--- src/rtl/fpm_pkg.sv ---
package fpm_pkg;
  localparam int EVT_NUM    = 4;
  localparam int EVT_W      = 2;
  localparam int PORT_MAX_W = 8;

  localparam int OFF_HDR = 0;
  localparam int OFF_CLK = 1;
  localparam int OFF_CTL = 2;
  localparam int OFF_RB  = 3;

  localparam int CTL_SEL_LSB  = 0;
  localparam int CTL_FILT_BIT = 8;
  localparam int CTL_PORT_LSB = 16;
  localparam int CTL_FRZ_BIT  = 31;
  localparam int RB_CODE_LSB  = 60;

  typedef enum logic [EVT_W-1:0] {
    EV_PCIE_RD = 2'd0,
    EV_PCIE_WR = 2'd1,
    EV_MMIO_RD = 2'd2,
    EV_MMIO_WR = 2'd3
  } evt_e;

  typedef struct packed {
    evt_e                  evtSel;
    logic                  filtEn;
    logic [PORT_MAX_W-1:0] portNum;
    logic                  freeze;
    logic                  clrCnt;
  } ctl_s;
endpackage

--- src/rtl/fpm_lane.sv ---
module fpm_lane #(
  parameter int CNT_W = 48
) (
  input  logic             clk,
  input  logic             rstN,
  input  logic             clr,
  input  logic             frz,
  input  logic             hit,
  output logic [CNT_W-1:0] count
);
  always_ff @(posedge clk or negedge rstN) begin
    if (!rstN)            count <= '0;
    else if (clr)         count <= '0;
    else if (!frz && hit) count <= count + 1'b1;
  end


  lane_frz_chk: assert property (@(posedge clk) disable iff (!rstN)
    (frz && !clr) |=> $stable(count));

  lane_clr_chk: assert property (@(posedge clk) disable iff (!rstN)
    clr |=> (count == '0));

  lane_step_chk: assert property (@(posedge clk) disable iff (!rstN)
    (!frz && !clr && hit) |=> (count == CNT_W'($past(count) + 1'b1)));
endmodule

--- src/rtl/fpm_datapath.sv ---
module fpm_datapath
  import fpm_pkg::*;
#(
  parameter int CNT_W  = 48,
  parameter int PORT_W = 3
) (
  input  logic                      clk,
  input  logic                      rstN,
  input  ctl_s                      ctl,
  input  logic [EVT_NUM-1:0]        evtPulse,
  input  logic [EVT_NUM*PORT_W-1:0] evtPort,
  output logic [63:0]               clkCnt,
  output logic [63:0]               rbWord
);
  logic [CNT_W-1:0] laneCnt [EVT_NUM];
  logic [EVT_NUM-1:0] laneHit;
  evt_e selPipe;
  evt_e rbCode;
  logic [CNT_W-1:0] rbCnt;
  logic [1:0] warm;
  logic unusedPort;

  assign unusedPort = ^ctl.portNum;

  for (genvar g = 0; g < EVT_NUM; g++) begin : g_lane
    assign laneHit[g] = evtPulse[g] &&
      (!ctl.filtEn || (evtPort[g*PORT_W +: PORT_W] == ctl.portNum[PORT_W-1:0]));
    fpm_lane #(.CNT_W(CNT_W)) u_lane (
      .clk   (clk),
      .rstN  (rstN),
      .clr   (ctl.clrCnt),
      .frz   (ctl.freeze),
      .hit   (laneHit[g]),
      .count (laneCnt[g])
    );
  end

  always_ff @(posedge clk or negedge rstN) begin
    if (!rstN) begin
      selPipe <= EV_PCIE_RD;
      rbCode  <= EV_PCIE_RD;
      rbCnt   <= '0;
      clkCnt  <= '0;
      warm    <= '0;
    end else begin
      selPipe <= ctl.evtSel;
      rbCode  <= selPipe;
      rbCnt   <= laneCnt[selPipe];
      clkCnt  <= clkCnt + 64'd1;
      if (warm != 2'd3) warm <= warm + 2'd1;
    end
  end

  always_comb begin
    rbWord = '0;
    rbWord[CNT_W-1:0] = rbCnt;
    rbWord[RB_CODE_LSB +: EVT_W] = rbCode;
  end


  rb_code_chk: assert property (@(posedge clk) disable iff (!rstN)
    (warm == 2'd3) |-> (rbCode == $past(ctl.evtSel, 2)));

  clk_step_chk: assert property (@(posedge clk) disable iff (!rstN)
    (warm >= 2'd2) |-> (clkCnt == $past(clkCnt) + 64'd1));
endmodule

--- src/rtl/fpm_ctrl.sv ---
module fpm_ctrl
  import fpm_pkg::*;
#(
  parameter int         ADDR_W   = 4,
  parameter int         PORT_W   = 3,
  parameter logic [7:0] REVISION = 8'h02
) (
  input  logic              clk,
  input  logic              rstN,
  input  logic              rdEn,
  input  logic              wrEn,
  input  logic [ADDR_W-1:0] addr,
  input  logic [63:0]       wrData,
  input  logic [63:0]       clkCnt,
  input  logic [63:0]       rbWord,
  output ctl_s              ctl,
  output logic [63:0]       rdData
);
  logic wrCtl;
  logic [PORT_MAX_W-1:0] portIn;
  logic filtIn;
  logic ctlChg;
  logic [63:0] ctlImg;
  logic [63:0] rdMux;
  logic unusedWr;

  assign unusedWr = ^wrData;
  assign wrCtl  = wrEn && (addr == ADDR_W'(OFF_CTL));
  assign portIn = PORT_MAX_W'(wrData[CTL_PORT_LSB +: PORT_W]);
  assign filtIn = wrData[CTL_FILT_BIT];
  assign ctlChg = (filtIn != ctl.filtEn) || (portIn != ctl.portNum);

  always_comb begin
    ctlImg = '0;
    ctlImg[CTL_SEL_LSB +: EVT_W]   = ctl.evtSel;
    ctlImg[CTL_FILT_BIT]           = ctl.filtEn;
    ctlImg[CTL_PORT_LSB +: PORT_W] = ctl.portNum[PORT_W-1:0];
    ctlImg[CTL_FRZ_BIT]            = ctl.freeze;
  end

  always_comb begin
    case (addr)
      ADDR_W'(OFF_HDR): rdMux = 64'(REVISION);
      ADDR_W'(OFF_CLK): rdMux = clkCnt;
      ADDR_W'(OFF_CTL): rdMux = ctlImg;
      ADDR_W'(OFF_RB):  rdMux = rbWord;
      default:          rdMux = '0;
    endcase
  end

  always_ff @(posedge clk or negedge rstN) begin
    if (!rstN) begin
      ctl    <= '0;
      rdData <= '0;
    end else begin
      rdData     <= rdEn ? rdMux : 64'd0;
      ctl.clrCnt <= wrCtl && ctlChg;
      if (wrCtl) begin
        ctl.evtSel  <= evt_e'(wrData[CTL_SEL_LSB +: EVT_W]);
        ctl.filtEn  <= filtIn;
        ctl.portNum <= portIn;
        ctl.freeze  <= wrData[CTL_FRZ_BIT];
      end
    end
  end


  frz_hold_chk: assert property (@(posedge clk) disable iff (!rstN)
    !wrCtl |=> $stable(ctl.freeze));

  rd_idle_chk: assert property (@(posedge clk) disable iff (!rstN)
    !rdEn |=> (rdData == 64'd0));

  clr_cause_chk: assert property (@(posedge clk) disable iff (!rstN)
    !wrCtl |=> !ctl.clrCnt);

  ro_hold_chk: assert property (@(posedge clk) disable iff (!rstN)
    !wrCtl |=> ($stable(ctl.filtEn) && $stable(ctl.portNum) && $stable(ctl.evtSel)));
endmodule

--- src/rtl/fab_evt_perfmon.sv ---
module fab_evt_perfmon
  import fpm_pkg::*;
#(
  parameter int         ADDR_W   = 4,
  parameter int         CNT_W    = 48,
  parameter int         PORT_W   = 3,
  parameter logic [7:0] REVISION = 8'h02
) (
  input  logic                      clk,
  input  logic                      rstN,
  input  logic                      regRdEn,
  input  logic                      regWrEn,
  input  logic [ADDR_W-1:0]         regAddr,
  input  logic [63:0]               regWrData,
  output logic [63:0]               regRdData,
  input  logic [EVT_NUM-1:0]        evtPulse,
  input  logic [EVT_NUM*PORT_W-1:0] evtPort
);
  ctl_s ctl;
  logic [63:0] clkCnt;
  logic [63:0] rbWord;

  fpm_ctrl #(
    .ADDR_W   (ADDR_W),
    .PORT_W   (PORT_W),
    .REVISION (REVISION)
  ) u_ctrl (
    .clk    (clk),
    .rstN   (rstN),
    .rdEn   (regRdEn),
    .wrEn   (regWrEn),
    .addr   (regAddr),
    .wrData (regWrData),
    .clkCnt (clkCnt),
    .rbWord (rbWord),
    .ctl    (ctl),
    .rdData (regRdData)
  );

  fpm_datapath #(
    .CNT_W  (CNT_W),
    .PORT_W (PORT_W)
  ) u_dp (
    .clk      (clk),
    .rstN     (rstN),
    .ctl      (ctl),
    .evtPulse (evtPulse),
    .evtPort  (evtPort),
    .clkCnt   (clkCnt),
    .rbWord   (rbWord)
  );
endmodule

--- config.mk ---
export PLATFORM = sky130hd
export DESIGN_NAME = fab_evt_perfmon
export DESIGN_NICKNAME = d
export VERILOG_FILES = /design/src/rtl/fpm_pkg.sv /design/src/rtl/fpm_lane.sv /design/src/rtl/fpm_datapath.sv /design/src/rtl/fpm_ctrl.sv /design/src/rtl/fab_evt_perfmon.sv
export SDC_FILE = /design/constraint.sdc
export NUM_CORES = 1
export LEC_CHECK = 0
export BUFFER_PORTS_ARGS = -buffer_cell sky130_fd_sc_hd__buf_2
export CAP_MARGIN = 15
export CORE_MARGIN = 2
export CORE_UTILIZATION = 65
export DETAILED_ROUTE_END_ITERATION = 8
export HOLD_SLACK_MARGIN = 0.05
export PLACE_DENSITY = 0.94
export SYNTH_ARGS = -nofsm -noshare
export SYNTH_HDL_FRONTEND = slang
export SYNTH_HIERARCHICAL = 1
export SYNTH_SLANG_ARGS = --single-unit
--- constraint.sdc ---
create_clock -name clk -period 4.51 [get_ports clk]
set_input_delay 0.6765 -clock clk [delete_from_list [all_inputs] [get_ports clk]]
set_output_delay 0.6765 -clock clk [all_outputs]
set_load 0.005 [all_outputs]
==> results of run 1 <==
==> through the flow <==
step | total power [mW] | setup slack, ns
global placement | 4.58 | 0.963
CTS | 8.25 | 1.07
finish | 8.27 | 0.860
floorplan | 4.34 | 1.72
global route | 8.49 | 0.885
detailed placement | 4.64 | 0.941
==> routing by layer <==
layer	GRT usage, %	part of all wire [%]
met1	46.5	36
met3	7.01	11
met5	0	0.027
met2	58.6	48
met4	16.1	5.4
==> power groups by stage <==
| stage | clock network [mW] | registers, mW | logic (mW) |
|---|---|---|---|
| after CTS | 3.64 | 3.89 | 0.722 |
| final | 3.63 | 3.90 | 0.743 |
| after global routing | 3.78 | 3.92 | 0.787 |
| after global placement | 0 | 3.92 | 0.666 |
| after floorplan | 0 | 3.78 | 0.564 |
| after detailed placement | 0 | 3.94 | 0.697 |
==> placed cells by master, fill, tap and decap left out, types with 27 or more instances in the layout <==
| cell | instances |
|---|---|
| inv_1 | 29 |
| xor2_1 | 61 |
| clkbuf_16 | 40 |
| nor2_1 | 269 |
| nand3_1 | 83 |
| buf_2 | 92 |
| dfrtp_1 | 377 |
| mux4_2 | 48 |
| nor3_1 | 47 |
| mux2i_1 | 61 |
| nand2_1 | 97 |
| and3_1 | 30 |
| o21ai_0 | 28 |
| xnor2_1 | 156 |
| or4_1 | 27 |
| nand4_1 | 86 |
| or3_1 | 33 |
| nor4_1 | 73 |
| a21oi_1 | 40 |
==> sequential cells by signal (all words and copies together), names as in the netlist <==
name	count
u_dp/g_lane.u_lane/count	192
u_ctrl/rdData	64
u_dp/clkCnt	64
u_dp/rbCnt	48
u_ctrl/ctl	8
u_dp/rbCode	2
u_dp/selPipe	2
==> final timing paths <==
| check | endpoint | slack (ns) | cells past startpoint |
|---|---|---|---|
| setup / recovery | u_dp/g_lane[3].u_lane/count[46]$_DFFE_PN0P_ | 0.86 | 8 |
| hold / removal | u_dp/clkCnt[51]$_DFF_PN0_ | 0.22 | 1 |
| setup reg to reg | u_dp/g_lane[3].u_lane/count[46]$_DFFE_PN0P_ | 0.86 | 8 |
| hold reg to reg | u_dp/selPipe[1]$_DFF_PN0_ | 0.44 | 0 |
| max in group asynchronous | u_dp/g_lane[2].u_lane/count[46]$_DFFE_PN0P_ | 3.20 | 2 |
| min in group clk | u_ctrl/ctl[1]$_DFFE_PN0P_ | 0.37 | 2 |
==> layout make-up <==
type / count / area [um^2]
Sequential cell: 380 / 9520
Multi-Input combinational cell: 1309 / 9000
Fill cell: 1654 / 7570
Clock buffer: 47 / 1070
Timing Repair Buffer: 107 / 643
Tap cell: 384 / 480
Clock inverter: 25 / 385
Inverter: 29 / 109
Antenna cell: 2 / 5.00
==> out/qor.yml, run 1 <==
sta:
  max_freq_ghz: 0.274
  tightest_slew_ns: 1.23
  relSlewSlack_pct: 18.0
  final-hold-violation-count: 0
  fin_crit_ns: 3.65
  setup_viol: 0
  final.setup.tns_ns: 0
  fin_crit_sh_pct: 80.9
  fin_skew_ns: 0.0221
  whs_ns: 0.220
  rsz0062_at_grt: "false"
  final_max_slew_viol_count: 0
pwr:
  irDropWorstVdd_mv: 0.231
  leakage_nw: 9.16
  intPower_mw: 6.14
  net-switching-power_mw: 2.13
  p_clk_share_pct: 43.8
  p_comb_share_pct: 9.0
  pwr-share-seq_pct: 47.2
  p_sw_share_pct: 25.8
  p_per_area_mw_per_mm2: 390
critical_path:
  required_ns: 4.96
  path_cells: "xnor2_1 -> nand3_1 -> a21boi_0 -> nand4b_1 -> nor4_1 -> nand2_1 -> or4_1 -> a21oi_1"
  critPathSlowestCell: "a21boi_0"
  worst_setup_path_end_kind: "register"
  r2r-start: "u_ctrl/ctl[4]$_DFFE_PN0P_"
  slowest_delay_ns: 0.73
  critPathBufInv: 0
  criticalPathCategory: "register to register"
  crit_path_start_kind: "register"
  worst_ep_arrival_time_ns: 4.10
  crit_family: "simple AND/OR/NAND/NOR gates"
  worstPathMaxFanout: 11
  critical_path.startpoint: "u_ctrl/ctl[4]$_DFFE_PN0P_"
place:
  finalWeightedCongestion: 1.02
  dpl.hpwl_mm: 34.2
  place_area_mm2: 0.0197
  port_buffers: 94
  placedCellCount: 2207
final_layout:
  fin_area_mm2: 0.0212
  fin_util_pct: 73.7
  area_delta_synth_final_pct: 11.4
  stdcell_count: 2283
  drive_gt1_share_pct: 16.1
  fin_nets: 1959
clock_network:
  tritoncts: "built"
  clock_path_buffers: 3
  root_buffer: "clkbuf_16"
  numCtsBuffers: 39
  cts_resized: 0
  insertion_delay_ns: 0.54
  cts_max_level: 2
  numClockSinks: 380
  post-cts-setup-buffer-count: 0
  cts_hold_buffers: 0
  clk_pin_slew_worst_paths_ns: 0.07
floorplanning:
  core_region_area_mm2: 0.0288
  pin_count: 152
  die_h_um: 175
  die_x_um: 175
  die_area_mm2: 0.0307
  rows: 62
  start_util_pct: 66.2
drt:
  drt-total-wl_mm: 55.2
  dr.pass1.iters: 6
  wl_per_cell_um: 24.2
  drt_iter0_markers: 2261
  drc: 0
  route.vias.total: 15800
  drtAntennaViolNets: 0
  vias_per_cell: 6.91
global_routing:
  grt_usage_pct: 35.7
  grt_pass1_vias: 15200
  grt_max_degree: 121
  grt_overflow: 0
  grt_antenna_before_repair: 5
  grt_pass1_wl_mm: 85.3
yosys:
  synth_cells: 1794
  syn_area_per_cell_um2: 10.6
  yosysWarnings: 6
  syn-cell-area_mm2: 0.0190
run_status:
  outcome: "finished clean"
job:
  drv_cap: 0
worst_hold_path:
  hp-class: "input pin to asynchronous set/reset pin"
Power figures use the tool's default switching activity.
==> run 2: changes to the inputs <==
Settings changed: ABC_AREA from default to 1, CORE_UTILIZATION 65 to 56, PLACE_DENSITY 0.94 to 0.87.
Clock period 4.51 ns to 3.3 ns, I/O delays scaled along.
==> run 2 against run 1 <==
Net effect:
- setup slack worse by 0.22 ns
- non-clock buffer count is 8 higher
- sequential share of layout area is 6.1 points lower
- sequential power is 37% higher
- combinational power is 130% higher
==> out/qor.yml, run 2 <==
sta:
  tightest_slew_ns: 0.832
  final-hold-violation-count: 0
  rsz0062_at_grt: "false"
  relSlewSlack_pct: 44.5
  fin_crit_ns: 2.66
  max_freq_ghz: 0.376
  final.setup.tns_ns: 0
  final_max_slew_viol_count: 0
  whs_ns: 0.116
  fin_skew_ns: 0.0267
  setup_viol: 0
  fin_crit_sh_pct: 80.6
drt:
  wl_per_cell_um: 18.2
  drc: 0
  vias_per_cell: 5.57
  route.vias.total: 21200
  dr.pass1.iters: 6
  drt-total-wl_mm: 69.2
  drt_iter0_markers: 2083
  drtAntennaViolNets: 0
final_layout:
  fin_nets: 3354
  drive_gt1_share_pct: 9.73
  regMostFlops: "u_dp/g_lane.u_lane/count"
  largest_reg_flops: 192
  reg_top3: "u_dp/g_lane.u_lane/count: 192 flops, u_ctrl/rdData: 64 flops, u_dp/clkCnt: 64 flops"
  area_delta_synth_final_pct: 10.7
  stdcell_count: 3811
  layout_commonest_cell: "nand2_1"
  final_cell_mix: "nand2_1, nor2_1, dfrtp_1"
floorplanning:
  pin_count: 152
  core_region_area_mm2: 0.0388
  start_util_pct: 57.1
  die_x_um: 203
  rows: 72
  die_h_um: 203
  die_area_mm2: 0.0412
critical_path:
  worst_ep_arrival_time_ns: 3.17
  slowest_delay_ns: 0.53
  crit_family: "simple AND/OR/NAND/NOR gates"
  worst_setup_path_end_kind: "register"
  required_ns: 3.81
  criticalPathCategory: "register to register"
  path_cells: "xnor2_1 -> nand3_1 -> a21boi_1 -> nand2_2 -> inv_2 -> nor2_4 -> inv_2 -> nand4_1 -> nand2_1 -> nand2_1 -> nor2_1"
  ff2ff_setup_slack_ns: 0.64
  worstPathMaxFanout: 11
  crit_path_start_kind: "register"
  critPathBufInv: 2
  critPathSlowestCell: "dfrtp_1"
clock_network:
  clk_pin_slew_worst_paths_ns: 0.06
  root_buffer: "clkbuf_16"
  insertion_delay_ns: 0.59
  tritoncts: "built"
  clock_path_buffers: 3
  cts_max_level: 2
  numClockSinks: 380
  post-cts-setup-buffer-count: 0
  numCtsBuffers: 43
pwr:
  irDropWorstVdd_mv: 0.377
  p_per_area_mw_per_mm2: 492
  leakage_nw: 11.1
global_routing:
  grt_usage_pct: 34.5
  grt_overflow: 0
  grt_antenna_before_repair: 6
  grt_pass1_wl_mm: 110
  grt_pass1_vias: 20400
  grt_max_degree: 90
yosys:
  syn-cell-area_mm2: 0.0222
  syn_area_per_cell_um2: 6.97
  yosysWarnings: 6
  synth_cells: 3182
place:
  port_buffers: 94
  finalWeightedCongestion: 1.01
  dpl.hpwl_mm: 52.1
  placedCellCount: 3733
worst_hold_path:
  hp-class: "input pin to register"
job:
  drv_cap: 0
run_status:
  outcome: "finished clean"
-- run 2: cell type report --
type / count / area, um^2
inverter: 332 / 1250
sequential: 380 / 9510
clock inverter: 14 / 246
fill: 3510 / 14300
timing repair buffer: 115 / 703
clock buffer: 60 / 1200
multi-input combinational: 2389 / 11000
tap: 518 / 648
antenna: 3 / 7.51
-- run 2: power breakdown --
part / switching, mW / internal [mW] / total [mW]
registers: 0.343 / 4.99 / 5.33
clock network: 2.00 / 3.01 / 5.02
logic: 1.29 / 0.450 / 1.74
-- run 2: metrics by stage --
stage / worst slack, ns / utilization (%) / power, mW / instance area (um^2)
detailed placement: 0.720 / 59.5 / 7.06 / 23100
floorplan: 1.37 / - / 6.30 / 22200
finish: 0.642 / 63.2 / 12.1 / 24600
CTS: 0.692 / 63.2 / 12.1 / 24500
global route: 0.394 / 63.2 / 12.5 / 24500
global placement: 0.731 / 59.5 / 7.02 / 23100
-- run 2: worst reg2reg max path, cell delays in order, from the launching register on --
cell and delay (ns):
dfrtp_1 0.53, xnor2_1 0.26, nand3_1 0.11, a21boi_1 0.20, nand2_2 0.25, inv_2 0.34, nor2_4 0.12, inv_2 0.20
nand4_1 0.24, nand2_1 0.12, nand2_1 0.08, nor2_1 0.14
-- run 2: timing repair --
item,in CTS,in global routing
endpoints found under the hold margin,81,0
gates resized for setup,0,0
hold buffers,1,0
-- run 2: metal layers --
| layer | vias up | track usage [%] | wire (um) |
|---|---|---|---|
| li1 | 10300 | - | - |
| met1 | 9775 | 44.7 | 27600 |
| met2 | 983 | 56.0 | 31900 |
| met3 | 205 | 5.92 | 5680 |
| met4 | 8 | 17.6 | 3960 |
| met5 | - | 0 | 53 |
-- run 2: worst paths after layout --
| path | cells past startpoint | from | end |
|---|---|---|---|
| min | 3 | regWrData[31] | u_ctrl/ctl[1]$_DFFE_PN0P_ |
| max reg2reg | 11 | u_ctrl/ctl[3]$_DFFE_PN0P_ | u_dp/g_lane[3].u_lane/count[23]$_DFFE_PN0P_ |
| min in group asynchronous | 2 | rstN | u_dp/g_lane[0].u_lane/count[7]$_DFFE_PN0P_ |
| max | 11 | u_ctrl/ctl[3]$_DFFE_PN0P_ | u_dp/g_lane[3].u_lane/count[23]$_DFFE_PN0P_ |
| max in group asynchronous | 3 | rstN | u_dp/g_lane[2].u_lane/count[34]$_DFFE_PN0P_ |
| min reg2reg | 0 | u_ctrl/ctl[11]$_DFFE_PN0P_ | u_dp/selPipe[0]$_DFF_PN0_ |
